===== config.mk =====
export PLATFORM = sky130hd
export DESIGN_NAME = fb_line_fetcher
export DESIGN_NICKNAME = d
export VERILOG_FILES = /design/src/rtl/fbf_pkg.sv /design/src/rtl/fbf_walker.sv /design/src/rtl/fbf_credit.sv /design/src/rtl/fb_line_fetcher.sv
export SDC_FILE = /design/constraint.sdc
export NUM_CORES = 1
export LEC_CHECK = 0
export BUFFER_PORTS_ARGS = -buffer_cell sky130_fd_sc_hd__buf_2
export CORE_MARGIN = 4
export CORE_UTILIZATION = 35
export CTS_CLUSTER_SIZE = 14
export DETAILED_ROUTE_END_ITERATION = 10
export PLACE_DENSITY_LB_ADDON = 0.2
export SYNTH_ARGS = -nofsm -noshare
export SYNTH_HDL_FRONTEND = slang
export SYNTH_HIERARCHICAL = 1
export SYNTH_SLANG_ARGS = --single-unit

===== constraint.sdc =====
create_clock -name clk -period 8.1 [get_ports clk]
set_input_delay 1.62 -clock clk [delete_from_list [all_inputs] [get_ports clk]]
set_output_delay 1.62 -clock clk [all_outputs]
set_load 0.03 [all_outputs]

===== src/rtl/fbf_pkg.sv =====
package fbf_pkg;
    localparam int BEAT_BYTES    = 8;
    localparam int MAX_BURST     = 16;
    localparam int OPT_BURST_LSB = 0;
    localparam int OPT_OPEN_LSB  = 8;

    typedef enum logic [1:0] {
        ST_IDLE,
        ST_FETCH,
        ST_FLUSH,
        ST_DRAIN
    } fbf_state_e;
endpackage


===== src/rtl/fbf_walker.sv =====
module fbf_walker #(
    parameter int ADDR_W  = 32,
    parameter int BEATS_W = 13,
    parameter int LINES_W = 12,
    parameter int BURST_W = 5
) (
    input  logic               clk,
    input  logic               rst_n,
    input  logic               load,
    input  logic               advance,
    input  logic [ADDR_W-1:0]  base,
    input  logic [BEATS_W-1:0] line_beats,
    input  logic [LINES_W-1:0] line_count,
    input  logic [ADDR_W-1:0]  pitch,
    input  logic [BURST_W-1:0] burst_max,
    output logic [ADDR_W-1:0]  req_addr,
    output logic [BURST_W-1:0] req_beats,
    output logic               all_issued
);
    localparam int BEAT_SHIFT = $clog2(fbf_pkg::BEAT_BYTES);

    logic [ADDR_W-1:0]  line_start, burst_addr, pitch_q, next_line;
    logic [BEATS_W-1:0] beats_q, beats_left;
    logic [LINES_W-1:0] lines_left;
    logic               line_end;

    always_comb begin
        if (beats_left < BEATS_W'(burst_max)) req_beats = BURST_W'(beats_left);
        else                                   req_beats = burst_max;
        line_end   = (beats_left == BEATS_W'(req_beats));
        next_line  = line_start + pitch_q;
        all_issued = (lines_left == '0);
        req_addr   = burst_addr;
    end

    always_ff @(posedge clk or negedge rst_n) begin
        if (!rst_n) begin
            line_start <= '0;
            burst_addr <= '0;
            pitch_q    <= '0;
            beats_q    <= '0;
            beats_left <= '0;
            lines_left <= '0;
        end else if (load) begin
            line_start <= base;
            burst_addr <= base;
            pitch_q    <= pitch;
            beats_q    <= line_beats;
            beats_left <= line_beats;
            lines_left <= (line_beats == '0) ? '0 : line_count;
        end else if (advance && !all_issued) begin
            if (line_end) begin
                line_start <= next_line;
                burst_addr <= next_line;
                beats_left <= beats_q;
                lines_left <= lines_left - LINES_W'(1);
            end else begin
                burst_addr <= burst_addr + (ADDR_W'(req_beats) << BEAT_SHIFT);
                beats_left <= beats_left - BEATS_W'(req_beats);
            end
        end
    end

    AST_BURST_IN_LINE: assert property (@(posedge clk) disable iff (!rst_n)
        !all_issued |-> (req_beats != '0) && (BEATS_W'(req_beats) <= beats_left));
endmodule


===== src/rtl/fbf_credit.sv =====
module fbf_credit #(
    parameter int OPEN_W  = 4,
    parameter int SPACE_W = 8,
    parameter int BURST_W = 5
) (
    input  logic               clk,
    input  logic               rst_n,
    input  logic               issue,
    input  logic [BURST_W-1:0] ask_beats,
    input  logic               beat_rx,
    input  logic               last_rx,
    input  logic [OPEN_W-1:0]  open_max,
    input  logic [SPACE_W-1:0] fifo_space,
    output logic               can_issue,
    output logic               quiet
);
    localparam int INFL_W = SPACE_W + 1;
    localparam int SUM_W  = INFL_W + 1;

    logic [OPEN_W:0]   open_cnt, open_eff;
    logic [INFL_W-1:0] inflight;
    logic [SUM_W-1:0]  need;

    always_comb begin
        open_eff  = (open_max == '0) ? (OPEN_W+1)'(1) : (OPEN_W+1)'(open_max);
        need      = SUM_W'(inflight) + SUM_W'(ask_beats);
        can_issue = (open_cnt < open_eff) && (need <= SUM_W'(fifo_space));
        quiet     = (open_cnt == '0);
    end

    always_ff @(posedge clk or negedge rst_n) begin
        if (!rst_n) begin
            open_cnt <= '0;
            inflight <= '0;
        end else begin
            open_cnt <= open_cnt + (OPEN_W+1)'(issue) - (OPEN_W+1)'(last_rx);
            inflight <= inflight + (issue ? INFL_W'(ask_beats) : '0) - INFL_W'(beat_rx);
        end
    end

    AST_OPEN_LIMIT: assert property (@(posedge clk) disable iff (!rst_n)
        open_cnt <= open_eff);
    AST_CREDIT_QUIET: assert property (@(posedge clk) disable iff (!rst_n)
        quiet |-> (inflight == '0));
endmodule


===== src/rtl/fb_line_fetcher.sv =====
module fb_line_fetcher
    import fbf_pkg::*;
#(
    parameter int ADDR_W  = 32,
    parameter int DATA_W  = 64,
    parameter int LEN_W   = 16,
    parameter int LINES_W = 12,
    parameter int SPACE_W = 8,
    parameter int OPEN_W  = 4
) (
    input  logic                     clk,
    input  logic                     rst_n,
    input  logic                     enable,
    input  logic                     frame_start,
    input  logic                     underrun,
    input  logic [ADDR_W-1:0]        base_addr,
    input  logic [LEN_W-1:0]         line_bytes,
    input  logic [LINES_W-1:0]       line_count,
    input  logic signed [ADDR_W-1:0] line_pitch,
    input  logic [11:0]              bus_opts,
    input  logic [SPACE_W-1:0]       fifo_space,
    output logic                     ar_valid,
    input  logic                     ar_ready,
    output logic [ADDR_W-1:0]        ar_addr,
    output logic [4:0]               ar_beats,
    input  logic                     r_valid,
    input  logic [DATA_W-1:0]        r_data,
    input  logic                     r_last,
    input  logic                     r_err,
    output logic                     px_push,
    output logic [DATA_W-1:0]        px_data,
    output logic [1:0]               irq
);
    localparam int BEAT_SHIFT = $clog2(BEAT_BYTES);
    localparam int BEATS_W    = LEN_W - BEAT_SHIFT;
    localparam int BURST_W    = $clog2(MAX_BURST) + 1;

    fbf_state_e         state_q, state_d;
    logic [BURST_W-1:0] burst_raw, burst_eff, req_beats;
    logic [ADDR_W-1:0]  req_addr;
    logic               abort, load, all_issued, can_issue, quiet, handshake;

    assign burst_raw = bus_opts[OPT_BURST_LSB +: BURST_W];
    assign burst_eff = (burst_raw == '0) ? BURST_W'(1) :
                       (burst_raw > BURST_W'(MAX_BURST)) ? BURST_W'(MAX_BURST) : burst_raw;
    assign abort     = !enable || underrun;
    assign load      = (state_q == ST_IDLE) && enable && frame_start;
    assign handshake = ar_valid && ar_ready;

    fbf_walker #(
        .ADDR_W(ADDR_W), .BEATS_W(BEATS_W), .LINES_W(LINES_W), .BURST_W(BURST_W)
    ) i_walker (
        .clk(clk), .rst_n(rst_n), .load(load), .advance(handshake),
        .base(base_addr), .line_beats(line_bytes[LEN_W-1:BEAT_SHIFT]),
        .line_count(line_count), .pitch(line_pitch), .burst_max(burst_eff),
        .req_addr(req_addr), .req_beats(req_beats), .all_issued(all_issued)
    );

    fbf_credit #(
        .OPEN_W(OPEN_W), .SPACE_W(SPACE_W), .BURST_W(BURST_W)
    ) i_credit (
        .clk(clk), .rst_n(rst_n), .issue(handshake), .ask_beats(req_beats),
        .beat_rx(r_valid), .last_rx(r_valid && r_last),
        .open_max(bus_opts[OPT_OPEN_LSB +: OPEN_W]), .fifo_space(fifo_space),
        .can_issue(can_issue), .quiet(quiet)
    );

    always_ff @(posedge clk or negedge rst_n) begin
        if (!rst_n) state_q <= ST_IDLE;
        else        state_q <= state_d;
    end

    always_comb begin
        state_d = state_q;
        unique case (state_q)
            ST_IDLE:  if (load) state_d = ST_FETCH;
            ST_FETCH: if (abort) state_d = ST_DRAIN;
                      else if (all_issued) state_d = ST_FLUSH;
            ST_FLUSH: if (abort) state_d = ST_DRAIN;
                      else if (quiet) state_d = ST_IDLE;
            ST_DRAIN: if (quiet) state_d = ST_IDLE;
            default:  state_d = ST_IDLE;
        endcase
    end

    always_comb begin
        ar_valid = (state_q == ST_FETCH) && !abort && !all_issued && can_issue;
        ar_addr  = req_addr;
        ar_beats = req_beats;
        px_push  = r_valid && !r_err && !abort &&
                   ((state_q == ST_FETCH) || (state_q == ST_FLUSH));
        px_data  = r_data;
        irq[0]   = (state_q == ST_FLUSH) && !abort && quiet;
        irq[1]   = r_valid && r_err;
    end

    AST_IDLE_QUIET: assert property (@(posedge clk) disable iff (!rst_n)
        (state_q == ST_IDLE) |-> !ar_valid && !px_push);
    AST_BURST_RANGE: assert property (@(posedge clk) disable iff (!rst_n)
        ar_valid |-> (ar_beats >= 5'd1) && (ar_beats <= 5'(MAX_BURST)));
    AST_DONE_SINGLE: assert property (@(posedge clk) disable iff (!rst_n)
        irq[0] |=> !irq[0]);
    AST_DRAIN_SILENT: assert property (@(posedge clk) disable iff (!rst_n)
        (state_q == ST_DRAIN) |-> !ar_valid && !px_push && !irq[0]);
endmodule


**Yosys cells after proc, flatten, opt, wreduce, memory -nomap -nowiden**

Index checks and enable logic that the tools add are counted.

- Order comparisons: 4
- $add $sub $neg: 9
- Equal/unequal tests: 6
- Bitwise operators: 0
- Shifts and indexed selects: 0
- Div/mod/pow operators: 0
- Muxes and demuxes: 24
- Reductions and logical operators: 31
- Multiply operators: 0

Operators with widths:

| kind | count |
|---|---|
| two-way mux 32 bit | 6 |
| two-way mux 12 bit | 4 |
| two-way mux 13 bit | 3 |
| adder 32 bit | 1 |
| adder 32 x 8 -> 32 bit | 1 |
| two-way mux 5 bit | 4 |
| logical AND 1 bit | 15 |
| == test 13 x 5 -> 1 bit | 1 |
| logical NOT 13 bit | 1 |
| less-than comparator 13 x 5 -> 1 bit | 1 |
| subtractor 13 x 5 -> 13 bit | 1 |
| logical NOT 12 bit | 1 |
| subtractor 12 x 1 -> 12 bit, second input constant | 1 |
| adder 9 x 5 -> 10 bit | 1 |
| <= comparator 10 x 8 -> 1 bit | 1 |
| logical NOT 5 bit | 2 |
| two-way mux 2 bit | 5 |
| adder 9 bit | 1 |
| subtractor 9 x 1 -> 9 bit | 1 |
| case mux 2 bit (4 select lines) | 1 |
| adder 5 x 1 -> 5 bit | 1 |
| greater-than comparator 5 bit, second input constant | 1 |
| less-than comparator 5 bit | 1 |
| subtractor 5 x 1 -> 5 bit | 1 |
| 11 further kinds | 18 |

- Output and inout port bits: 105
- Register bits: 150
- Logic and storage cells: 83
- Memories kept: 0
- Bits in latches: 0
- Memory bits (read-only): 0
- Memory bits (writable): 0

**Depth between registers and ports, before layout**

Gate-level depths: netlist of the first run.

- Word-level depth: 13
- Depth in mapped cells: 34
- Mapped depth without buffers: 34

**Cells and area by module**

The synthesis of the first run kept the hierarchy.

By module, submodules not included:

| module | times used | sequential area each (µm²) | area each (µm²) | cells each |
|---|---|---|---|---|
| fbf_walker | 1 | 3353.2 | 8775.9 | 972 |
| fbf_credit | 1 | 350.3 | 1612.8 | 185 |
| fb_line_fetcher | 1 | 50.0 | 793.3 | 100 |

**Worst setup path before layout of the first run**

OpenSTA, ideal clock, no wires.

- Path type: input-to-reg
- From: input bus_opts[1]
- To: register i_credit.inflight[8]
- Library setup time: 0.079 ns
- Stages: 32
- Arrival: 7.882 ns
- Path slack: 0.139 ns
- Buffers on the path: 0
- Path through: nor2b_1 -> inv_1 -> ha_1 -> a21o_1 -> a21oi_1 -> nor2b_1 -> o21ai_0 -> nand3b_1 -> o21ai_0 -> ha_1 -> inv_1 -> fa_1 -> nor2b_4 -> o31a_1 -> o21ai_0 -> xnor2_1 -> ha_1 -> a211o_1 -> a21oi_1 -> o21ai_0 -> o21a_1 -> nor4_2 -> and3_1 -> nand2_1 -> ha_1 -> inv_1 -> ha_1 -> nor2b_4 -> o2111ai_1 -> nand3_1 -> o41ai_1 -> xor2_1

- Longest elaborated chain between the ends: 13

Ends and longest elaborated chain:

| what | line | text |
|---|---|---|
| from (decl) | fb_line_fetcher.sv:20 | `input logic [11:0] bus_opts,` |
| greater-than comparator 5 bit | fb_line_fetcher.sv:45 | `(burst_raw > BURST_W'(MAX_BURST)) ? BURST_W'(MAX_BURST) : burst_raw;` |
| two-way mux 5 bit | fb_line_fetcher.sv:45 |  |
| two-way mux 5 bit (*) | fb_line_fetcher.sv:44 | `assign burst_eff = (burst_raw == '0) ? BURST_W'(1) :` |
| less-than comparator 13 x 5 -> 1 bit | fbf_walker.sv:28 | `if (beats_left < BEATS_W'(burst_max)) req_beats = BURST_W'(beats_left);` |
| two-way mux 5 bit (*) | fbf_walker.sv:28 |  |
| net ar_beats[0] | fb_line_fetcher.sv:25 | `output logic [4:0] ar_beats,` |
| adder 9 x 5 -> 10 bit (*) | fbf_credit.sv:26 | `need = SUM_W'(inflight) + SUM_W'(ask_beats);` |
| <= comparator 10 x 8 -> 1 bit (*) | fbf_credit.sv:27 | `can_issue = (open_cnt < open_eff) && (need <= SUM_W'(fifo_space));` |
| logical AND 1 bit (*) | fbf_credit.sv:27 |  |
| net can_issue | fb_line_fetcher.sv:41 | `logic abort, load, all_issued, can_issue, quiet, handshake;` |
| logical AND 1 bit (*) | fb_line_fetcher.sv:87 | `ar_valid = (state_q == ST_FETCH) && !abort && !all_issued && can_issue;` |
| logical AND 1 bit (*) | fb_line_fetcher.sv:48 | `assign handshake = ar_valid && ar_ready;` |
| net handshake | fb_line_fetcher.sv:41 |  |
| two-way mux 5 bit (*) | fbf_credit.sv:37 | `inflight <= inflight + (issue ? INFL_W'(ask_beats) : '0) - INFL_W'(beat_rx);` |
| adder 9 bit (*) | fbf_credit.sv:37 |  |
| subtractor 9 x 1 -> 9 bit (*) | fbf_credit.sv:37 |  |
| to (signal assigned) | fbf_credit.sv:37 |  |
| to (decl) | fbf_credit.sv:21 | `logic [INFL_W-1:0] inflight;` |

The timed path passes the listed nets; every way through them passes the cells marked *.
A chain may end at the register's enable or synchronous reset.

**Final worst setup path of the first run**

- From: input bus_opts[4]
- To: output ar_valid

- Longest elaborated chain between the ends: 9

Ends and longest elaborated chain:

| what | line | text |
|---|---|---|
| greater-than comparator 5 bit | fb_line_fetcher.sv:45 |  |
| two-way mux 5 bit | fb_line_fetcher.sv:45 |  |
| two-way mux 5 bit (*) | fb_line_fetcher.sv:44 |  |
| net burst_eff[1] | fb_line_fetcher.sv:39 | `logic [BURST_W-1:0] burst_raw, burst_eff, req_beats;` |
| less-than comparator 13 x 5 -> 1 bit | fbf_walker.sv:28 |  |
| two-way mux 5 bit (*) | fbf_walker.sv:28 |  |
| adder 9 x 5 -> 10 bit (*) | fbf_credit.sv:26 |  |
| <= comparator 10 x 8 -> 1 bit (*) | fbf_credit.sv:27 |  |
| logical AND 1 bit (*) | fbf_credit.sv:27 |  |
| net can_issue | fb_line_fetcher.sv:41 |  |
| logical AND 1 bit (*) | fb_line_fetcher.sv:87 |  |
| to (decl) | fb_line_fetcher.sv:22 | `output logic ar_valid,` |

Marks and branches as above.

==> summary.md, run 1 <==
| Metric | Value |
|---|---|
| Status | finished, final reports clean |
| DRT Wirelength | about 31000 um |
| Cells after Synth | 1257 |
| Post-synth net total | 1537 |
| Bufs on Longest Clock Path | 2 |
| Routing usage on met3 | under 10% |
| DRC Markers | 0 |
| Worst hold path class | flip-flop to flip-flop |
| Diode count | 0 |
| Routed len/inst | approximately 18 um |
| Final instance area | roughly 13000 sq um |
| Routed vias | 9426 |
| Post-route insts no fill | 1754 |
| Yosys cell types | 80 |
| ANT nets after route | 0 |
| Vias in the first global route | ~9500 |
| GR Util All Layers | between 15 and 20% |
| Critical path launch point type | input port |
| Final worst path period share | a little over nine tenths |
| Worst EP arrival | slightly above 6 ns |
| I/O pins | just under 300 |
| Fmax | ~0.13 GHz |
| Kind of critical path | input port to output port |
| Iteration-0 DRC Markers | approximately 650 |
| H-tree levels | 4 |
| Syn-to-layout area delta | 12.8% |
| Flops & latches, synth | 150 |
| Share of layout cells above drive strength 1 | a little over a fifth |
| EDFF count, synth | 0 |
| Drt first pass iters | 5 |
| Dpl ws | 0.0537 ns |
| Root Buffer | clkbuf_16 |
| Cell Area, Synth | approximately 11000 sq um |
| Most common cell in the netlist | dfrtp_1 |
| Actual slew at the worst max-slew pin | ~1.0 ns |
| Final setup fails | 0 |
| RSZ-0062 raised after global routing | false |
| First-pass GRT wire length | ~51000 um |
| Peak supply drop | approximately 170 uV |
| Post-synthesis sequential area ratio | approximately a third |
| Layer with the highest usage | met2 |
| Site row count | 65 |
| TNS Setup | 0 ns |
| Worst r2r src | i_walker/beats_left[7]$_DFFE_PN0P_ |
| Post-synthesis async set-or-reset flop share | 100% |
| Fin nets | about 1600 |
| Yosys top cell area share | between 30 and 40% |
| Max Slew Vio Count | 0 |
| Worst Path Required | roughly 6.5 ns |
| DIE AREA | between 30000 and 40000 sq um |
| Hold path startpoint | i_walker/line_start[14]$_DFFE_PN0P_ |
| Vias/cell | ~5.4 |
| Worst skew pair latency | approximately 0.44 ns |
| Total CTS buffers | 17 |
| Syn Area/Cell | between 8 and 9 sq um |
| WHS | roughly 0.48 ns |
| Height of the die | ~190 um |
| Routability congestion estimate | ~0.83 |
| Die W | 187 um |
| CP endpoint kind | output port |
| Area contributors post-synth | dfrtp_1 34%, ha_1 10%, a21oi_1 4.6% |
| Initial antenna violation count | 0 |
| Starting Density | 35.4% |
| Port bufs | approximately 160 |
| Final Power | between 4 and 5 mW |
| Placed Instances | 1721 |
| Power density cells | about 370 nW/um^2 |
| Relative slew slack | between 30% and 40% |
| Placed Area | about 12000 sq um |
| Clk_skew | about 0.018 ns |
| Total grt overflow | 0 |
| Post-synth top flop | dfrtp_1 |
| Crit. Startpoint | bus_opts[4] |
| Dpl hpwl | 23400 um |
| Reg clk slew, reported paths | approximately 0.07 ns |
| Period minus WS final | between 7 and 8 ns |
| Sink Count | 150 |
| Max_cap viols | 0 |
| Leak | between 5 and 6 nW |
| Core area | 31600 sq um |
| Crit Path Max Fanout | 6 |
| Met1 Resource Use GR | 23.8% |
| Yosys warns | 6 |
| Hold Fails Final Rpt | 0 |
| CTS tree | yes |
| Synth cell count leaders | 150 x dfrtp_1, 102 x a21oi_1, 101 x nand2_1 |
| Post-route setup slack | approximately 0.36 ns |
| Met2 Use GR | between 20 and 30% |
| Leading area contributor after synthesis | dfrtp_1 |
| Largest net degree at the start of global routing | approximately 90 |
| Final core utilization | approximately two fifths |
timing repair:
item,4_1_cts,5_1_grt
setup buffers,0,1
hold buffers,0,0
endpoints found under the setup margin,0,1
resized for setup,0,2
kinds of logic after synthesis:
kind of cell	synth area share, %
xor+xnor	5.17
flops	33.6
mux	5.34
compound gates	21.2
simple gates	14.7
buf+inv	8.97
fa+ha+maj	11.0
layout make-up:
cell class                 instances  area [sq um]
clock buffer                      17           425
clock inverter                    15           203
fill                            3211         18900
inverter                          83           312
multi-input combinational        910          6440
sequential                       150          3750
tap                              402           503
timing repair buffer             177           972
critical path, stage by stage:
cell and delay (ns):
buf_2 0.14, nor2b_1 0.17, inv_1 0.06, ha_1 0.28, a21o_1 0.15, a21oi_1 0.13, nor2b_1 0.05, o21ai_0 0.14
nand3b_1 0.13, buf_4 0.18, mux2_2 0.35, ha_1 0.37, o21ai_0 0.17, o21bai_1 0.08, a21o_1 0.21, nand2_1 0.09
xnor2_1 0.12, ha_1 0.27, a211o_1 0.30, a21oi_1 0.13, o21ai_0 0.11, o21a_1 0.20, nor4_2 0.26, and2_1 0.17
buf_2 0.19
sequential cells by signal (all words and copies together) (netlist names):
signal               cells
i_credit/inflight        9
i_credit/open_cnt        5
i_walker/beats_left     13
i_walker/beats_q        13
i_walker/line_start     32
i_walker/lines_left     12
i_walker/pitch_q        32
i_walker/req_addr       32
state_q                  2
metal layers:
| metal | wire, um | up-vias |
|---|---|---|
| met5 | 0 | - |
| met4 | 582 | 0 |
| met3 | 1600 | 56 |
| met2 | 14700 | 262 |
| met1 | 14600 | 4497 |
| li1 | - | 4611 |
placed cells by master, fill, tap and decap left out, types with 23 or more instances in the layout:
| master | synthesis | routed |
|---|---|---|
| xor2_1 | 24 | 24 |
| nor3_1 | 28 | 27 |
| a21oi_1 | 102 | 102 |
| nand2_1 | 101 | 101 |
| nor2_1 | 78 | 77 |
| mux2_2 | 45 | 44 |
| ha_1 | 89 | 89 |
| o21a_1 | 23 | 23 |
| dfrtp_1 | 150 | 150 |
| xnor2_1 | 42 | 42 |
| o21ai_0 | 86 | 85 |
| buf_2 | 13 | 154 |
| inv_1 | 82 | 82 |
power breakdown:
group          internal, mW  switching [mW]
clock                 0.501           0.373
sequential             1.06           0.273
combinational          1.05            1.37
total                  2.62            2.02
worst paths after layout:
check | endpoint | slack [ns] | depth (start not counted)
max in group asynchronous | i_walker/req_addr[29]$_DFFE_PN0P_ | 5.44 | 2
worst min-delay path | i_walker/line_start[14]$_DFFE_PN0P_ | 0.48 | 2
min in group asynchronous | i_credit/open_cnt[1]$_DFF_PN0_ | 1.29 | 1
worst max register to register | i_credit/inflight[8]$_DFF_PN0_ | 1.42 | 28
worst max-delay path | ar_valid | 0.36 | 25
worst min register to register | i_walker/line_start[14]$_DFFE_PN0P_ | 0.48 | 2
Note: power is estimated with default switching activity, not from simulation.
==> inputs of run 2 (changes only) <==
ABC_AREA = 1   (was not set)
RECOVER_POWER = 50   (was not set)
==> run 2 against run 1 <==
  * The flow now finishes with violations (max-capacitance violations, max-slew violations)
  * Largest power group unchanged
  * Non-clock buffer count fell by 7
  * Critical path type unchanged
  * Hold slack worse by 0.013 ns
  * Final cell count increased by 41%
  * Via count up 30%
  * Total power up 6.6%
  * Combinational power up 9.1%
  * First-iteration DRC count grew 24%
  * Die area increased by 12%
==> summary.md, run 2 <==
| Metric | Value |
|---|---|
| Status | finished, violations left |
| Failing checks | max-capacitance violations, max-slew violations |
| ANT nets after route | 0 (unchanged) |
| DRC Markers | 0 (unchanged) |
| Syn-to-layout area delta | 10.6% |
| Peak supply drop | 159 uV (-6.6%) |
| Critical-path top delay cell | o21ai_0 |
| Actual slew at the worst max-slew pin | 4.96 ns (+3.91 ns) |
| Resize count post-CTS | 0 (unchanged) |
| Cts hold-fix bufs | 0 (unchanged) |
| Post-route setup slack | 0.549 ns (+0.187 ns) |
| Sink Count | 150 (unchanged) |
| Post-synthesis async set-or-reset flop share | 100% (unchanged) |
| Yosys top cell area share | 29.7% (-3.9 points) |
| Period minus WS final | 7.55 ns (-0.187 ns) |
| DRT Wirelength | 41000 um (+30%) |
| Reg-to-Reg End | i_credit/inflight[6]$_DFF_PN0_ |
| Initial antenna violation count | 4 (+4) |
| Final worst path period share | 93.2% (-2.3 points) |
| Final setup fails | 0 (unchanged) |
| Total CTS buffers | 17 (unchanged) |
| Switching power total | 2.41 mW (+19%) |
| I/O pins | 290 (unchanged) |
| Post-synthesis sequential area ratio | 29.7% (-3.9 points) |
| Kind of critical path | input port to output port |
| RSZ-0062 raised after global routing | false |
| Share of layout cells above drive strength 1 | 9.79% (-11 points) |
| GR Util All Layers | 21.0% (+3.1 points) |
| Relative slew slack | -230% (-260 points) |
| Drt first pass iters | 5 (unchanged) |
| Site row count | 69 (+6.2%) |
| Hold Fails Final Rpt | 0 (unchanged) |
| TNS Setup | 0 ns (unchanged) |
| Crit Path Max Fanout | 10 (+4) |
| Total grt overflow | 0 (unchanged) |
| Diode count | 0 (unchanged) |
| Synth cell count leaders | 636 x nand2_1, 276 x inv_1, 170 x nor2_1 |
| Worst EP arrival | 5.93 ns (-0.19 ns) |
| Vias in the first global route | 12000 (+26%) |
| Critical path capture point | ar_valid |
| CP max stage delay | 0.61 ns (+0.24 ns) |
| EDFF count, synth | 0 (unchanged) |
| Post-synth top flop | dfrtp_1 |
| First-pass GRT wire length | 65000 um (+28%) |
| Crit. Startpoint | bus_opts[2] |
| Fin nets | 2280 (+41%) |
| Cell Area, Synth | 12600 sq um (+13%) |
| Commonest non-fill, non-tap cell in the layout | nand2_1 |
| Area contributors post-synth | dfrtp_1 30%, nand2_1 19%, ha_1 8.8% |
| DIE AREA | 39200 sq um (+12%) |
| CTS tree | yes |
| Power density cells | 354 nW/um^2 (-3.8%) |
| Commonest cells after routing, fill and taps aside | 637 x nand2_1, 275 x inv_1, 171 x nor2_1, 150 x dfrtp_1, 125 x nand3_1 |
| Yosys warns | 6 (unchanged) |
| Final core utilization | 39.3% (-0.65 points) |
| Critical path launch point type | input port |
| Port bufs | 155 (unchanged) |
| Reg clk slew, reported paths | 0.07 ns (about the same) |
| Worst Reg2Reg Path Length in Cells | 30 (+7.1%) |
| Most common cell on crit path | nand2_1 |
| Final instance area | 14000 sq um (+11%) |
| Clk_skew | 0.0172 ns (-0.000571 ns) |
| Core area | 35600 sq um (+13%) |
| Placed Area | 13400 sq um (+12%) |
| Largest net degree at the start of global routing | 87 (-5.4%) |
| WHS | 0.468 ns (-0.0127 ns) |
| Share of total power in sequential cells | 28.4% (-0.4 points) |
| Most common cell in the netlist | nand2_1 |
| Dpl hpwl | 31700 um (+35%) |
| Combinational cell fraction of total power | 53.5% (+1.2 points) |
| Sw Ratio | 48.7% (+5.2 points) |
| Worst Path Required | 6.48 ns (about the same) |
| Routed vias | 12300 (+30%) |
| Post CTS Setup Buffer Count | 0 (unchanged) |
| Pint | 2.53 mW (-3.1%) |
| Syn Area/Cell | 6.57 sq um (-26%) |
| Vias/cell | 4.96 (-7.8%) |
| Iteration-0 DRC Markers | 811 (+24%) |
| Clk pwr share | 18.1% (-0.7 points) |
| R2R Setup Slk | 2.15 ns (+0.73 ns) |
| Yosys cell types | 48 (-40%) |
| H-tree levels | 4 (unchanged) |
| CP endpoint kind | output port |
| Leak | 7.80 nW (+36%) |
| Cells after Synth | 1923 (+53%) |
| Root Buffer | clkbuf_16 |
| Post-synth net total | 2203 (+43%) |
| Dpl ws | 0.440 ns (+0.386 ns) |
| Flops & latches, synth | 150 (unchanged) |
| Leading area contributor after synthesis | dfrtp_1 |
| Bufs on Longest Clock Path | 2 (unchanged) |
| Worst hold path class | flip-flop to flip-flop |
| Fmax | 0.132 GHz (+2.5%) |
| Max_cap viols | 3 (+3) |
| Worst r2r src | i_walker/beats_left[1]$_DFFE_PN0P_ |
| Routability congestion estimate | 0.899 (+8.2%) |
| Max Slew Vio Count | 231 (+231) |
| Routed len/inst | 16.6 um (-7.5%) |
| Die W | 198 um (+6.1%) |
| Worst skew pair latency | 0.45 ns (about the same) |
| Starting Density | 35.5% (+0.11 points) |
| Height of the die | 198 um (+6.1%) |
-- run 2: critical path, delay by kind of cell --
kind / cells / cell delay [ns]
buffers and inverters: 5 / 0.49
adders and majority gates: 3 / 0.93
AOI/OAI and AO/OA: 7 / 1.64
and+or+nand+nor: 10 / 1.07
xor gates and xnor gates: 1 / 0.17
-- run 2: layout make-up --
cell class | count | area [sq um]
fill | 3890 | 21600
multi-input combinational | 1382 | 7100
sequential | 150 | 3750
inverter | 279 | 1050
timing repair buffer | 170 | 865
tap | 461 | 577
clock buffer | 17 | 425
clock inverter | 15 | 214
-- run 2: routing by layer --
layer  wire length, um  vias up  track usage, %
li1                  -     6156               -
met1             19100     5697            29.1
met2             18100      340            32.9
met3              2730       59            4.85
met4               979        8            5.92
met5                60        -               0
-- run 2: how the worst min path moves through the flow --
stage	start	end	slack, ns	depth (start not counted)
floorplan	i_walker/beats_q[10]$_DFFE_PN0P_	i_walker/beats_q[10]$_DFFE_PN0P_	0.44	2
global placement	i_walker/beats_q[8]$_DFFE_PN0P_	i_walker/beats_q[8]$_DFFE_PN0P_	0.45	2
detailed placement	i_walker/beats_q[10]$_DFFE_PN0P_	i_walker/beats_q[10]$_DFFE_PN0P_	0.46	2
CTS	i_walker/beats_q[10]$_DFFE_PN0P_	i_walker/beats_q[10]$_DFFE_PN0P_	0.47	2
global route	i_walker/beats_q[10]$_DFFE_PN0P_	i_walker/beats_q[10]$_DFFE_PN0P_	0.49	2
finish	i_walker/beats_q[10]$_DFFE_PN0P_	i_walker/beats_q[10]$_DFFE_PN0P_	0.47	2
-- run 2: power by group through the flow --
stage          Combinational (mW)  Clock [mW]  Sequential [mW]
3_5_place_dp                 2.65           0             1.41
6_report                     2.65       0.893             1.41
2_1_floorplan                1.91           0             1.44
3_3_place_gp                 2.61           0             1.41
4_1_cts                      2.67       0.913             1.40
5_1_grt                      3.03       0.946             1.45
-- run 2: stage by stage --
stage,cells,power (mW)
2_1_floorplan,1923,3.35
3_3_place_gp,2442,4.02
3_5_place_dp,2442,4.06
4_1_cts,2474,4.99
5_1_grt,2474,5.43
6_report,2474,4.94
-- run 2: kinds of logic (layout without fill, tap and decap cells) --
family / after synthesis / after routing / synth area share, %
AOI/OAI and AO/OA: 222 / 222 / 9.99
buffers and inverters: 391 / 481 / 14.2
xor gates and xnor gates: 41 / 41 / 2.84
and+or+nand+nor: 1024 / 1024 / 33.5
adders and majority gates: 95 / 95 / 9.76
DFF: 150 / 150 / 29.7
